<file path="src/rtl/evt_irq_reg.sv">
module evt_irq_reg #(
  parameter int N        = 8,
  parameter int AW       = 8,
  parameter int EVT_ADDR = 'h12,
  parameter int EN_ADDR  = 'h13,
  parameter int LOS_BIT  = 6,
  parameter int LOL_BIT  = 7,
  parameter int MSC_BIT  = 4
) (
  input  logic          clk,
  input  logic          rst_n,
  input  logic [N-1:0]  evt_strb,
  input  logic [AW-1:0] addr,
  input  logic          wr_en,
  input  logic          rd_en,
  input  logic [N-1:0]  wr_data,
  input  logic          manual,
  input  logic          stat_los,
  input  logic          stat_lol,
  output logic [N-1:0]  rd_data,
  output logic          irq
);

  localparam logic [N-1:0] MSC_MASK = N'(1) << MSC_BIT;

  logic [N-1:0] ev_q, en_q, vis, set_v;
  logic sel_evt, sel_en, clr;

  assign sel_evt = (addr == AW'(EVT_ADDR));
  assign sel_en  = (addr == AW'(EN_ADDR));
  assign clr     = rd_en & sel_evt;
  assign set_v   = evt_strb | ((evt_strb[LOS_BIT] | evt_strb[LOL_BIT]) ? MSC_MASK : '0);

  always_comb begin
    vis = ev_q;
    if (manual) begin
      vis[LOS_BIT] = stat_los;
      vis[LOL_BIT] = stat_lol;
    end
  end

  assign irq = |(vis & en_q);

  always_ff @(posedge clk) begin
    if (!rst_n) begin
      ev_q    <= '0;
      en_q    <= '0;
      rd_data <= '0;
    end else begin
      ev_q <= (clr ? '0 : ev_q) | set_v;
      if (wr_en && sel_en) en_q <= wr_data;
      if (rd_en) rd_data <= sel_evt ? vis : (sel_en ? en_q : '0);
    end
  end

  AST_RESET_CLEAN: assert property (@(posedge clk) !rst_n |=> (ev_q == '0 && en_q == '0 && rd_data == '0));
  AST_STICKY: assert property (@(posedge clk) disable iff (!rst_n) !clr |=> (($past(ev_q) & ~ev_q) == '0));
  AST_EN_WRITE: assert property (@(posedge clk) disable iff (!rst_n) (wr_en && sel_en) |=> en_q == $past(wr_data));
  AST_MASKED_QUIET: assert property (@(posedge clk) disable iff (!rst_n) (en_q == '0) |-> !irq);
  AST_RD_CLEARS: assert property (@(posedge clk) disable iff (!rst_n) (clr && evt_strb == '0) |=> ev_q == '0);
  AST_KEEP_ON_CLEAR: assert property (@(posedge clk) disable iff (!rst_n) (clr && evt_strb != '0) |=> ((ev_q & $past(evt_strb)) == $past(evt_strb)));
  AST_EVT_WRITE_IGNORED: assert property (@(posedge clk) disable iff (!rst_n) (wr_en && sel_evt && !rd_en && evt_strb == '0) |=> $stable(ev_q));
  AST_LOSS_SETS_MSC: assert property (@(posedge clk) disable iff (!rst_n) (evt_strb[LOS_BIT] || evt_strb[LOL_BIT]) |=> ev_q[MSC_BIT]);
  AST_OTHER_READ_ZERO: assert property (@(posedge clk) disable iff (!rst_n) (rd_en && !sel_evt && !sel_en) |=> rd_data == '0);

endmodule

</file>
<file path="config.mk">
export PLATFORM = sky130hd
export DESIGN_NAME = evt_irq_reg
export DESIGN_NICKNAME = d
export VERILOG_FILES = /design/src/rtl/evt_irq_reg.sv
export SDC_FILE = /design/constraint.sdc
export NUM_CORES = 1
export LEC_CHECK = 0
export CAP_MARGIN = 20
export CORE_ASPECT_RATIO = 0.75
export CORE_MARGIN = 4
export CORE_UTILIZATION = 44
export CTS_CLUSTER_SIZE = 10
export DETAILED_ROUTE_END_ITERATION = 8
export GPL_TIMING_DRIVEN = 1
export PLACE_DENSITY_LB_ADDON = 0.25
export SYNTH_ARGS = -nofsm -noshare
export SYNTH_HDL_FRONTEND = slang
export SYNTH_SLANG_ARGS = --single-unit
</file>
<file path="constraint.sdc">
create_clock -name clk -period 2 [get_ports clk]
set_clock_uncertainty 0.2 [all_clocks]
set_input_delay 0.4 -clock clk [delete_from_list [all_inputs] [get_ports clk]]
set_output_delay 0.4 -clock clk [all_outputs]
set_load 0.05 [all_outputs]
</file>
Word-level counts from Yosys, hierarchy flattened --
Index checks and enable logic that the tools add are counted.
Word-level totals: flip-flop bits (word level) 24
Cells by class: reduce and logical (&&, ||, !) cells 2, multiplexer cells 5, bitwise operators 5, equal/unequal tests 2
Operators with widths (count):
- $mux 8 | 3
- $eq 8x5->1 const B | 2
- $and 8x8->8 | 1
- $or 8x5->8 | 1
- $or 8x8->8 | 1
- $reduce_or 8->1 | 1
- $mux 5 | 1
- $mux 2 | 1
- $and 1x1->1 | 1
- $logic_and 1x1->1 | 1
- $or 1x1->1 | 1

Longest topological paths before layout --
Gate-level depths: netlist of the first run.
depth after elaboration 4, gate-level depth with buffers 5

Least setup slack after synthesis of the first run --
No wires, ideal clock.
path kind input -> output, start in manual, end out irq, arrival time 1261 ps, setup slack 139 ps, buffers on the path 0, cell stages on the path 2, data required time 1400 ps, path through mux2_2 > a221o_1
Between the ends: word-level cells in the longest chain between the ends 3
RTL lines:
- from (decl) | line 17 | input logic manual,
- $mux 2 | line 36 | if (manual) begin
- $and 8x8->8 | line 42 | assign irq = |(vis & en_q);
- $reduce_or 8->1 | line 42
- to (decl) | line 21 | output logic irq
Every way passes these cells.

Worst setup path after layout of the first run --
Ends and elaborated chain as after synthesis.

==> out/results.ini, run 1 <==
[outcome]
status=complete, but fails checks
violations=negative setup slack

[timing]
min_period_ps=2050
setup_violations=1
finalCritPeriodShare_pct=103
slew_headroom_pct=72.9
fin_hold_ws_ps=280
setup_slack_ps=-50.5
rsz0062_at_grt=true
fmax_mhz=488
worst_slew_pin_slew_ps=406
final_max_slew_viol_count=0
hold_violations=0
setup_tns_ps=-50.5

[placed_design]
gp_congestion=0.752
place_hpwl_mm=2.11
port-buffer-count=39
pre_cts_ws_ps=-384
placed_cells=194
post_dp_cell_area_mm2=0.00155

[synth]
synth-seq-cells=24
synthTopCellsByArea=dfxtp_1 (42%), mux2i_1 (8.8%), mux2_2 (7.9%)
synth-seq-area-share_pct=42.0
netlist_area_mm2=0.00114
yosys_most_used_dff=dfxtp_1
synth-edff-count=0
synth.most_common_cell=dfxtp_1
synth_cell_types=24
avgSynthCellArea_um2=9.22
yosys.area.top_type_share_pct=42.0
syn_inst=124
synthArstFlopShare_pct=0
synth_common_cells=dfxtp_1 (24), nand2_1 (16), mux2i_1 (10), o21ai_0 (9)
synth_fp_nets=155
ys_warn_count=0
yosysTopAreaCell=dfxtp_1

[global_route]
grt_max_degree=19
grt_pass1_wl_mm=4.80
grt_overflow=0
grt_usage_pct=18.6
antenna_found_initial=0
grt_pass1_vias=1033

[setup_path]
endpoint_kind=output pin
cp_top_family=buffers and inverters
crit_type=input pin to output pin
path_cells=clkdlybuf4s15_1, mux2_4, a221o_1, buf_6
cp_data_arrival_time_ps=1450
crit_path_top_delay_cell=a221o_1
cp_max_fo=2
rrSetupSlack_ps=740
critPathMaxStageDelay_ps=340
required_ps=1400
cp_num_buf_inv=2
cp-start-kind=input pin

[cts]
cts.sinks=24
clockBufferDepth=2
clk-insertion-delay-late_ps=320
cts_root_buffer=clkbuf_4
cts_made_buffers=3
htree_num_levels=1
clkTransAtPathRegs_ps=130
cts_tree=done

[power_and_ir_drop]
p_sw_mw=0.208
p_leak_nw=0.631
p_total_mw=0.901
p_clk_share_pct=28.3
switching_share_pct=23.1
comb_power_share_pct=16.3
p_int_mw=0.693
pwr-share-seq_pct=55.4
peakVddDrop_mv=0.366
cellPowerDensity_mw_per_mm2=548

[route]
drt_iter0_drc=32
vias=1060
wl_mm=2.92
drc=0
dr.pass1.iters=4
viasPerCell=5.25
detail-route-antenna-nets=0
routedWlPerCell_um=14.4

[cells_and_area]
drive_above_1_share_pct=26.2
finalNonFillerCells=202
antenna_cells=0
area_delta_synth_final_pct=43.9
nets=200
design_area_mm2=0.00165
fin_util_pct=69.0

[die]
io_pins=40
rows=15
core_mm2=0.00238
die_y_um=52.2
fp.dieArea_mm2=0.00349
fp.dieW_um=66.9
initial_core_util_pct=48.0

[flow_run]
maxCapViolCount=0

[min_path]
hold_class=flop to flop

-- cell families (layout without fill, tap and decap cells) --
kind of cell,Yosys count,after routing,synth area share (%)
compound gates,28,28,15.0
buf+inv,9,53,4.60
flops,24,24,42.0
simple gates,45,45,21.8
mux,18,18,16.6
-- registers in the layout, summed over array words and instances, names as in the netlist --
name     count
en_q         8
ev_q         8
rd_data      8
-- final timing paths --
kind	start	depth (start not counted)	end
worst max-delay path	manual	4	irq
worst min-delay path	en_q[2]	2	en_q[2]
worst max register to register	ev_q[6]	4	rd_data[6]
worst min register to register	en_q[2]	2	en_q[2]
-- power by group through the flow --
| stage | sequential, mW | clock [mW] | combinational [mW] |
|---|---|---|---|
| finish | 0.500 | 0.255 | 0.147 |
| global route | 0.502 | 0.284 | 0.159 |
| CTS | 0.499 | 0.260 | 0.143 |
| detailed placement | 0.508 | 0 | 0.134 |
| global placement | 0.508 | 0 | 0.130 |
| floorplan | 0.506 | 0 | 0.0530 |
-- cells in the final DEF (no fill, tap or decap), drive strengths merged, types with 2 or more instances in the layout --
cell type	count
dlygate4sd2	2
nor2	7
a21boi	6
mux2i	10
clkbuf	4
dfxtp	24
a21oi	8
nand2b	7
o21ai	9
mux2	8
buf	19
nor4	2
nand2	16
a22oi	3
nand3b	2
nand4	7
clkdlybuf4s50	27
-- worst register-to-register path, cell delays in order (launching register included) --
cell and delay, ps:
dfxtp_1 330, mux2_4 280, buf_4 140, mux2i_1 120, o21ai_0 100
-- per-layer routing --
layer | vias to the layer above | global-route usage [%] | share of wire [%]
met5 | - | 0 | 0
met4 | 0 | 5.05 | 1.1
met3 | 4 | 5.40 | 7.5
met2 | 38 | 32.4 | 48
met1 | 481 | 22.4 | 43
li1 | 537 | - | -
-- repair_timing --
action / CTS / global route
resized for setup: 12 / 5
pin swaps: 2 / 1
setup endpoints to repair: 1 / 1
setup buffers: 3 / 1
hold buffers: 0 / 0
-- cell type report --
| class | instances | area [µm²] |
|---|---|---|
| well taps | 34 | 42.5 |
| multi-input cells | 91 | 633 |
| fillers | 196 | 738 |
| clock buffers | 4 | 36.3 |
| flip-flops and latches | 24 | 489 |
| repair buffers | 49 | 444 |
(Power assumes the default switching activity.)
==> run 2: changes to the inputs <==
ABC_AREA = 1   (was unset)
CORE_UTILIZATION = 45   (was 44)
CTS_BUF_LIST = sky130_fd_sc_hd__clkbuf_8   (was unset)
clock period = 2.43 ns   (was 2 ns; I/O delays follow)
==> run 2 against run 1 <==
  * Sequential cell count did not move
  * Clock power rose by 5%
  * Design area rose by 0.61%
  * Highest routed layer unchanged
  * Hold slack improved by 5.4 ps
  * Count of clock-buffer cells in the layout did not move
  * The flow now finishes without violations
  * Utilization rose by 0.42 points
  * Sequential share of layout area fell by 0.71 points
==> out/results.ini, run 2 <==
[die]
fp.dieW_um=67  ; was 66.9 µm
initial_core_util_pct=49.3  ; was 48.0%
rows=15  ; unchanged
die_y_um=52.3  ; was 52.2 µm
io_pins=40  ; unchanged
fp.dieArea_mm2=0.00350  ; was 0.00349 mm²
core_mm2=0.00238  ; unchanged

[timing]
fmax_mhz=436
finalCritPeriodShare_pct=94.4
setup_slack_ps=135  ; was -50.5 ps
min_period_ps=2290
fin_hold_ws_ps=285  ; was 280 ps
worst_slew_pin_slew_ps=506  ; was 406 ps
setup_tns_ps=0  ; was -50.5 ps
slew_headroom_pct=66.1  ; was 72.9%
rsz0062_at_grt=false  ; was true
final_max_slew_viol_count=0  ; unchanged
hold_violations=0  ; unchanged
setup_violations=0  ; was 1

[synth]
synthArstFlopShare_pct=0  ; unchanged
synth_fp_nets=212  ; was 155
synth-seq-area-share_pct=40.9  ; was 42.0%
synth-edff-count=0  ; unchanged
yosys.area.top_type_share_pct=40.9  ; was 42.0%
synth_cell_types=18  ; was 24
yosys_most_used_dff=dfxtp_1  ; unchanged
synthTopCellsByArea=dfxtp_1 (41%), nand2_1 (17%), nor2_1 (12%)  ; was dfxtp_1 (42%), mux2i_1 (8.8%), mux2_2 (7.9%)
synth_common_cells=nand2_1 (52), nor2_1 (39), dfxtp_1 (24), inv_1 (20), a21oi_1 (16)  ; was dfxtp_1 (24), nand2_1 (16), mux2i_1 (10), o21ai_0 (9)
yosysTopAreaCell=dfxtp_1  ; unchanged
syn_inst=181  ; was 124
netlist_area_mm2=0.00117  ; was 0.00114 mm²
synth.most_common_cell=nand2_1  ; was dfxtp_1
synth-seq-cells=24  ; unchanged
avgSynthCellArea_um2=6.49  ; was 9.22 µm²
ys_warn_count=0  ; unchanged

[setup_path]
required_ps=1740  ; was 1400 ps
reg2reg_to=rd_data[6]  ; unchanged
cp-start-kind=input pin  ; unchanged
cp_max_fo=2  ; unchanged
reg2reg_depth=4  ; unchanged
path_cells=clkdlybuf4s50_1, inv_1, nand2_1, o21ai_0, o211ai_1, buf_12  ; was clkdlybuf4s15_1, mux2_4, a221o_1, buf_6
endpoint_kind=output pin  ; unchanged
reg2reg_from=ev_q[6]  ; unchanged
crit_path_top_delay_cell=clkdlybuf4s50_1  ; was a221o_1
critPathMaxStageDelay_ps=450  ; was 340 ps
rrSetupSlack_ps=1280  ; was 740 ps
crit_type=input pin to output pin  ; unchanged
cp_data_arrival_time_ps=1610  ; was 1450 ps

[cts]
cts_tree=done  ; unchanged
cts_root_buffer=clkbuf_8  ; was clkbuf_4
cts.sinks=24  ; unchanged
clk-insertion-delay-late_ps=260  ; was 320 ps
clockBufferDepth=2  ; unchanged
ctsResizeCount=0  ; was 12
postCtsHoldBufs=0  ; unchanged
htree_num_levels=1  ; unchanged
cts_setup_buffers=0  ; was 3
cts_made_buffers=3  ; unchanged
clkTransAtPathRegs_ps=80  ; was 130 ps

[global_route]
use_met2_pct=34.9  ; was 32.4%
globalRouteMet3Util_pct=4.51  ; was 5.40%
grt_pass1_wl_mm=4.92  ; was 4.80 mm
grt_use_met1_pct=20.2  ; was 22.4%
grt_max_degree=15  ; was 19
grt_usage_pct=18.2  ; was 18.6%
globalRoute.busiestLayer=met2  ; unchanged
grt_overflow=0  ; unchanged
grt_pass1_vias=1208  ; was 1033
antenna_found_initial=0  ; unchanged

[placed_design]
place_hpwl_mm=2.43  ; was 2.11 mm
post_dp_cell_area_mm2=0.00160  ; was 0.00155 mm²
port-buffer-count=39  ; unchanged
pre_cts_ws_ps=129  ; was -384 ps
gp_congestion=0.741  ; was 0.752
placed_cells=251  ; was 194

[cells_and_area]
top_regs=en_q (8), ev_q (8), rd_data (8)  ; unchanged
nets=253  ; was 200
mostFrequentLayoutCell=nand2_1  ; was clkdlybuf4s50_1
finalNonFillerCells=255  ; was 202
design_area_mm2=0.00166  ; was 0.00165 mm²
drive_above_1_share_pct=6.79  ; was 26.2%
final_cell_mix=nand2_1 (52), nor2_1 (39), clkdlybuf4s50_1 (38)  ; was clkdlybuf4s50_1 (27), buf_4 (18), dfxtp_1 (17)
area_delta_synth_final_pct=40.9  ; was 43.9%
fin_util_pct=69.4  ; was 69.0%
antenna_cells=0  ; unchanged

[route]
wl_mm=3.07  ; was 2.92 mm
dr.pass1.iters=4  ; unchanged
drt_iter0_drc=97  ; was 32
routedWlPerCell_um=12.0  ; was 14.4 µm
detail-route-antenna-nets=0  ; unchanged
vias=1254  ; was 1060
viasPerCell=4.92  ; was 5.25
drc=0  ; unchanged

[min_path]
hold_class=flop to flop  ; unchanged
hold_start=en_q[0]  ; was en_q[2]
hold_end=en_q[0]  ; was en_q[2]
hold_depth=2  ; unchanged

[power_and_ir_drop]
p_total_mw=0.790  ; was 0.901 mW
peakVddDrop_mv=0.393  ; was 0.366 mV
p_leak_nw=0.697  ; was 0.631 nW
cellPowerDensity_mw_per_mm2=477  ; was 548 mW/mm²

[outcome]
status=complete, no violations  ; was complete, but fails checks

[flow_run]
maxCapViolCount=0  ; unchanged

## run 2: cell count changes after synthesis, moves of 7 or more
cell and delta:
nand2_1 +36, nor2_1 +32, inv_1 +20, mux2i_1 -10
nand3_1 +10, a21oi_1 +8, mux2_2 -8, nand2b_1 -7
o21ai_0 -7
## run 2: layer usage
layer	vias up	share of wire (%)	routed length [µm]
met5	-	0	0
met4	0	0.94	29
met3	4	9.0	275
met2	51	51	1560
met1	562	39	1210
li1	637	-	-
## run 2: worst max-delay path by stage
stage | from | end | slack [ps] | cells past startpoint
CTS | stat_los | irq | 120 | 6
global route | stat_los | irq | 60 | 6
detailed placement | stat_los | irq | 130 | 6
global placement | stat_los | irq | 170 | 6
floorplan | stat_los | irq | 280 | 4
finish | stat_los | irq | 140 | 6
## run 2: layout make-up
type	count	area, µm²
Inverter	20	75.1
Clock buffer	4	55.1
Multi-Input combinational cell	131	579
Sequential cell	24	480
Tap cell	34	42.5
Fill cell	218	728
Timing Repair Buffer	42	423
## run 2: cell families (layout without fill, tap and decap cells)
logic type	after synthesis	in the layout	share of synthesized area (%)
simple gates	111	111	40.3
buf+inv	26	66	9.80
flops	24	24	40.9
compound gates	20	20	9.05
## run 2: power by group
group	internal (mW)	switching, mW	total (mW)
logic	0.0603	0.0492	0.110
registers	0.404	0.00784	0.412
clock network	0.145	0.123	0.268
total	0.609	0.181	0.790
## run 2: worst max-delay path, delay by kind of cell
kind | cells | cell delay (ps)
AO/OA/AOI/OAI | 2 | 410
buffers and inverters | 3 | 670
AND/OR/NAND/NOR | 1 | 40
==> run 3: changes to the inputs <==
CORE_UTILIZATION = 50   (was 45)
==> run 3 against run 2 <==
  * Routed wire length stayed put
  * Largest power group unchanged
  * Critical path depth is 1 lower
  * Non-clock buffer count stayed put
  * Combinational power hardly changed
  * Clock power is 2% higher
  * Global-route usage is 0.97 points higher
  * Design area is 0.15% higher
  * Highest routed layer unchanged
  * Sequential cell count stayed put
  * Die area is 8.7% lower
  * Total power is 0.96% higher
==> out/results.ini, run 3 (synthesized netlist as in run 2, its figures left out) <==
[power_and_ir_drop]
switching_share_pct=23.5  ; was 22.9%
cellPowerDensity_mw_per_mm2=481  ; was 477 mW/mm²
comb_power_share_pct=13.9  ; about the same
p_leak_nw=0.699  ; was 0.697 nW
peakVddDrop_mv=0.391  ; was 0.393 mV
p_sw_mw=0.188  ; was 0.181 mW
pwr-share-seq_pct=51.7  ; was 52.2%
p_clk_share_pct=34.3  ; was 33.9%
p_int_mw=0.610  ; was 0.609 mW

[timing]
fmax_mhz=430  ; was 436 MHz
min_period_ps=2330  ; was 2290 ps
setup_tns_ps=0  ; unchanged
hold_violations=0  ; unchanged
worst_slew_pin_slew_ps=496  ; was 506 ps
setup_violations=0  ; unchanged
final_max_slew_viol_count=0  ; unchanged
slew_headroom_pct=66.9  ; was 66.1%
rsz0062_at_grt=false  ; unchanged
finalCritPeriodShare_pct=95.7  ; was 94.4%

[setup_path]
endpoint_kind=output pin  ; unchanged
required_ps=1740  ; about the same
reg2reg_from=ev_q[7]  ; was ev_q[6]
cp_num_buf_inv=2  ; was 3
crit_path_top_delay_cell=clkdlybuf4s50_1  ; unchanged
cp_data_arrival_time_ps=1640  ; was 1610 ps
cp_top_family=buffers and inverters  ; unchanged
reg2reg_to=rd_data[7]  ; was rd_data[6]
path_cells=clkdlybuf4s50_1, nand2_1, o21ai_1, o211ai_1, clkbuf_16  ; was clkdlybuf4s50_1, inv_1, nand2_1, o21ai_0, o211ai_1, buf_12
crit_type=input pin to output pin  ; unchanged
cp_max_fo=4  ; was 2
rrSetupSlack_ps=1390  ; was 1280 ps
reg2reg_depth=6  ; was 4
setup.worst_path.start=manual  ; was stat_los
critPathMaxStageDelay_ps=460  ; was 450 ps
cp-start-kind=input pin  ; unchanged

[placed_design]
post_dp_cell_area_mm2=0.00160  ; about the same
port-buffer-count=39  ; unchanged
gp_congestion=0.829  ; was 0.741
place_hpwl_mm=2.36  ; was 2.43 mm

[die]
rows=14  ; was 15
core_mm2=0.00212  ; was 0.00238 mm²
die_y_um=50.0  ; was 52.3 µm
fp.dieW_um=64.0  ; was 67 µm
io_pins=40  ; unchanged
fp.dieArea_mm2=0.00320  ; was 0.00350 mm²
initial_core_util_pct=55.4  ; was 49.3%

[cts]
clk-insertion-delay-late_ps=270  ; was 260 ps
clkTransAtPathRegs_ps=80  ; about the same
cts.sinks=24  ; unchanged
cts_tree=done  ; unchanged
cts_made_buffers=3  ; unchanged
clockBufferDepth=2  ; unchanged
htree_num_levels=1  ; unchanged
cts_root_buffer=clkbuf_8  ; unchanged

[global_route]
grt_pass1_wl_mm=4.95  ; was 4.92 mm
grt_pass1_vias=1169  ; was 1208
antenna_found_initial=0  ; unchanged
grt_usage_pct=19.2  ; was 18.2%
grt_max_degree=15  ; unchanged
grt_overflow=0  ; unchanged

[route]
drc=0  ; unchanged
wl_mm=3.07  ; unchanged
viasPerCell=4.96  ; was 4.92
routedWlPerCell_um=12.1  ; was 12.0 µm
drt_iter0_drc=61  ; was 97
dr.pass1.iters=5  ; was 4
detail-route-antenna-nets=0  ; unchanged
vias=1256  ; was 1254

[min_path]
hold_start=en_q[7]  ; was en_q[0]
hold_end=en_q[7]  ; was en_q[0]
hold_class=flop to flop  ; unchanged
hold_depth=2  ; unchanged

[cells_and_area]
final_cell_mix=nand2_1 (52), nor2_1 (39), clkdlybuf4s50_1 (38)  ; unchanged
area_delta_synth_final_pct=41.1  ; was 40.9%
antenna_cells=0  ; unchanged
drive_above_1_share_pct=6.79  ; unchanged
fill_cells=169  ; was 218
design_area_mm2=0.00166  ; about the same
mostFrequentLayoutCell=nand2_1  ; unchanged
top_regs=en_q (8), ev_q (8), rd_data (8)  ; unchanged
nets=253  ; unchanged

[outcome]
status=complete, no violations  ; unchanged

[flow_run]
maxCapViolCount=0  ; unchanged

[run 3: cell count changes in the layout (fill, tap and decap cells not counted)]
cell       before  now
o21ai_1         0    2
clkbuf_16       0    1
buf_12          1    0
o21ai_0         2    0
[run 3: what timing repair did]
action / in CTS / in global routing
endpoints found under the setup margin: 0 / 1
resized for setup: 0 / 4
hold buffers: 0 / 0
setup buffers: 0 / 0
[run 3: how the worst max path moves through the flow]
stage / endpoint / cells after the start / slack (ps)
finish: irq / 5 / 100
global route: irq / 6 / 0.07
CTS: irq / 5 / 80
detailed placement: irq / 5 / 90
global placement: irq / 6 / 170
floorplan: irq / 4 / 280
[run 3: cell type report]
cell class	instances	area [µm²]	area share (%)
Clock buffer	4	55.1	3.32
Sequential cell	24	480	29.0
Tap cell	32	40.0	2.42
Timing Repair Buffer	42	428	25.8
Multi-Input combinational cell	131	579	34.9
Inverter	20	75.1	4.53
[run 3: routing by layer]
| layer | global-route usage (%) | vias to the layer above | share of wire, % |
|---|---|---|---|
| met4 | 3.58 | 0 | 0.88 |
| met2 | 33.8 | 43 | 50 |
| met3 | 5.91 | 4 | 6.1 |
| met1 | 23.0 | 570 | 43 |
| li1 | - | 639 | - |
| met5 | 0 | - | 0 |
[run 3: through the flow]
step / cells / power, mW / hold WS, ps / worst slack [ps] / util [%]
3_3_place_gp: 249 / 0.525 / 265 / 172 / 75.4
4_1_cts: 253 / 0.798 / 284 / 78.5 / 78.0
5_1_grt: 253 / 0.824 / 297 / 0.0734 / 78.2
6_report: 253 / 0.797 / 287 / 104 / 78.2
3_5_place_dp: 249 / 0.531 / 271 / 94.6 / 75.4
2_1_floorplan: 181 / 0.464 / 250 / 284 / -
[run 3: tightest hold or removal path, delay by kind of cell, from the launching register on]
kind,cells,cell delay (ps)
simple gates,1,60
flops,1,330
compound gates,1,50
[run 3: power by group through the flow]
| stage | clock [mW] | sequential (mW) | combinational, mW |
|---|---|---|---|
| 3_3_place_gp | 0 | 0.421 | 0.105 |
| 2_1_floorplan | 0 | 0.425 | 0.0389 |
| 4_1_cts | 0.275 | 0.412 | 0.111 |
| 3_5_place_dp | 0 | 0.422 | 0.110 |
| 5_1_grt | 0.289 | 0.414 | 0.120 |
| 6_report | 0.274 | 0.412 | 0.111 |
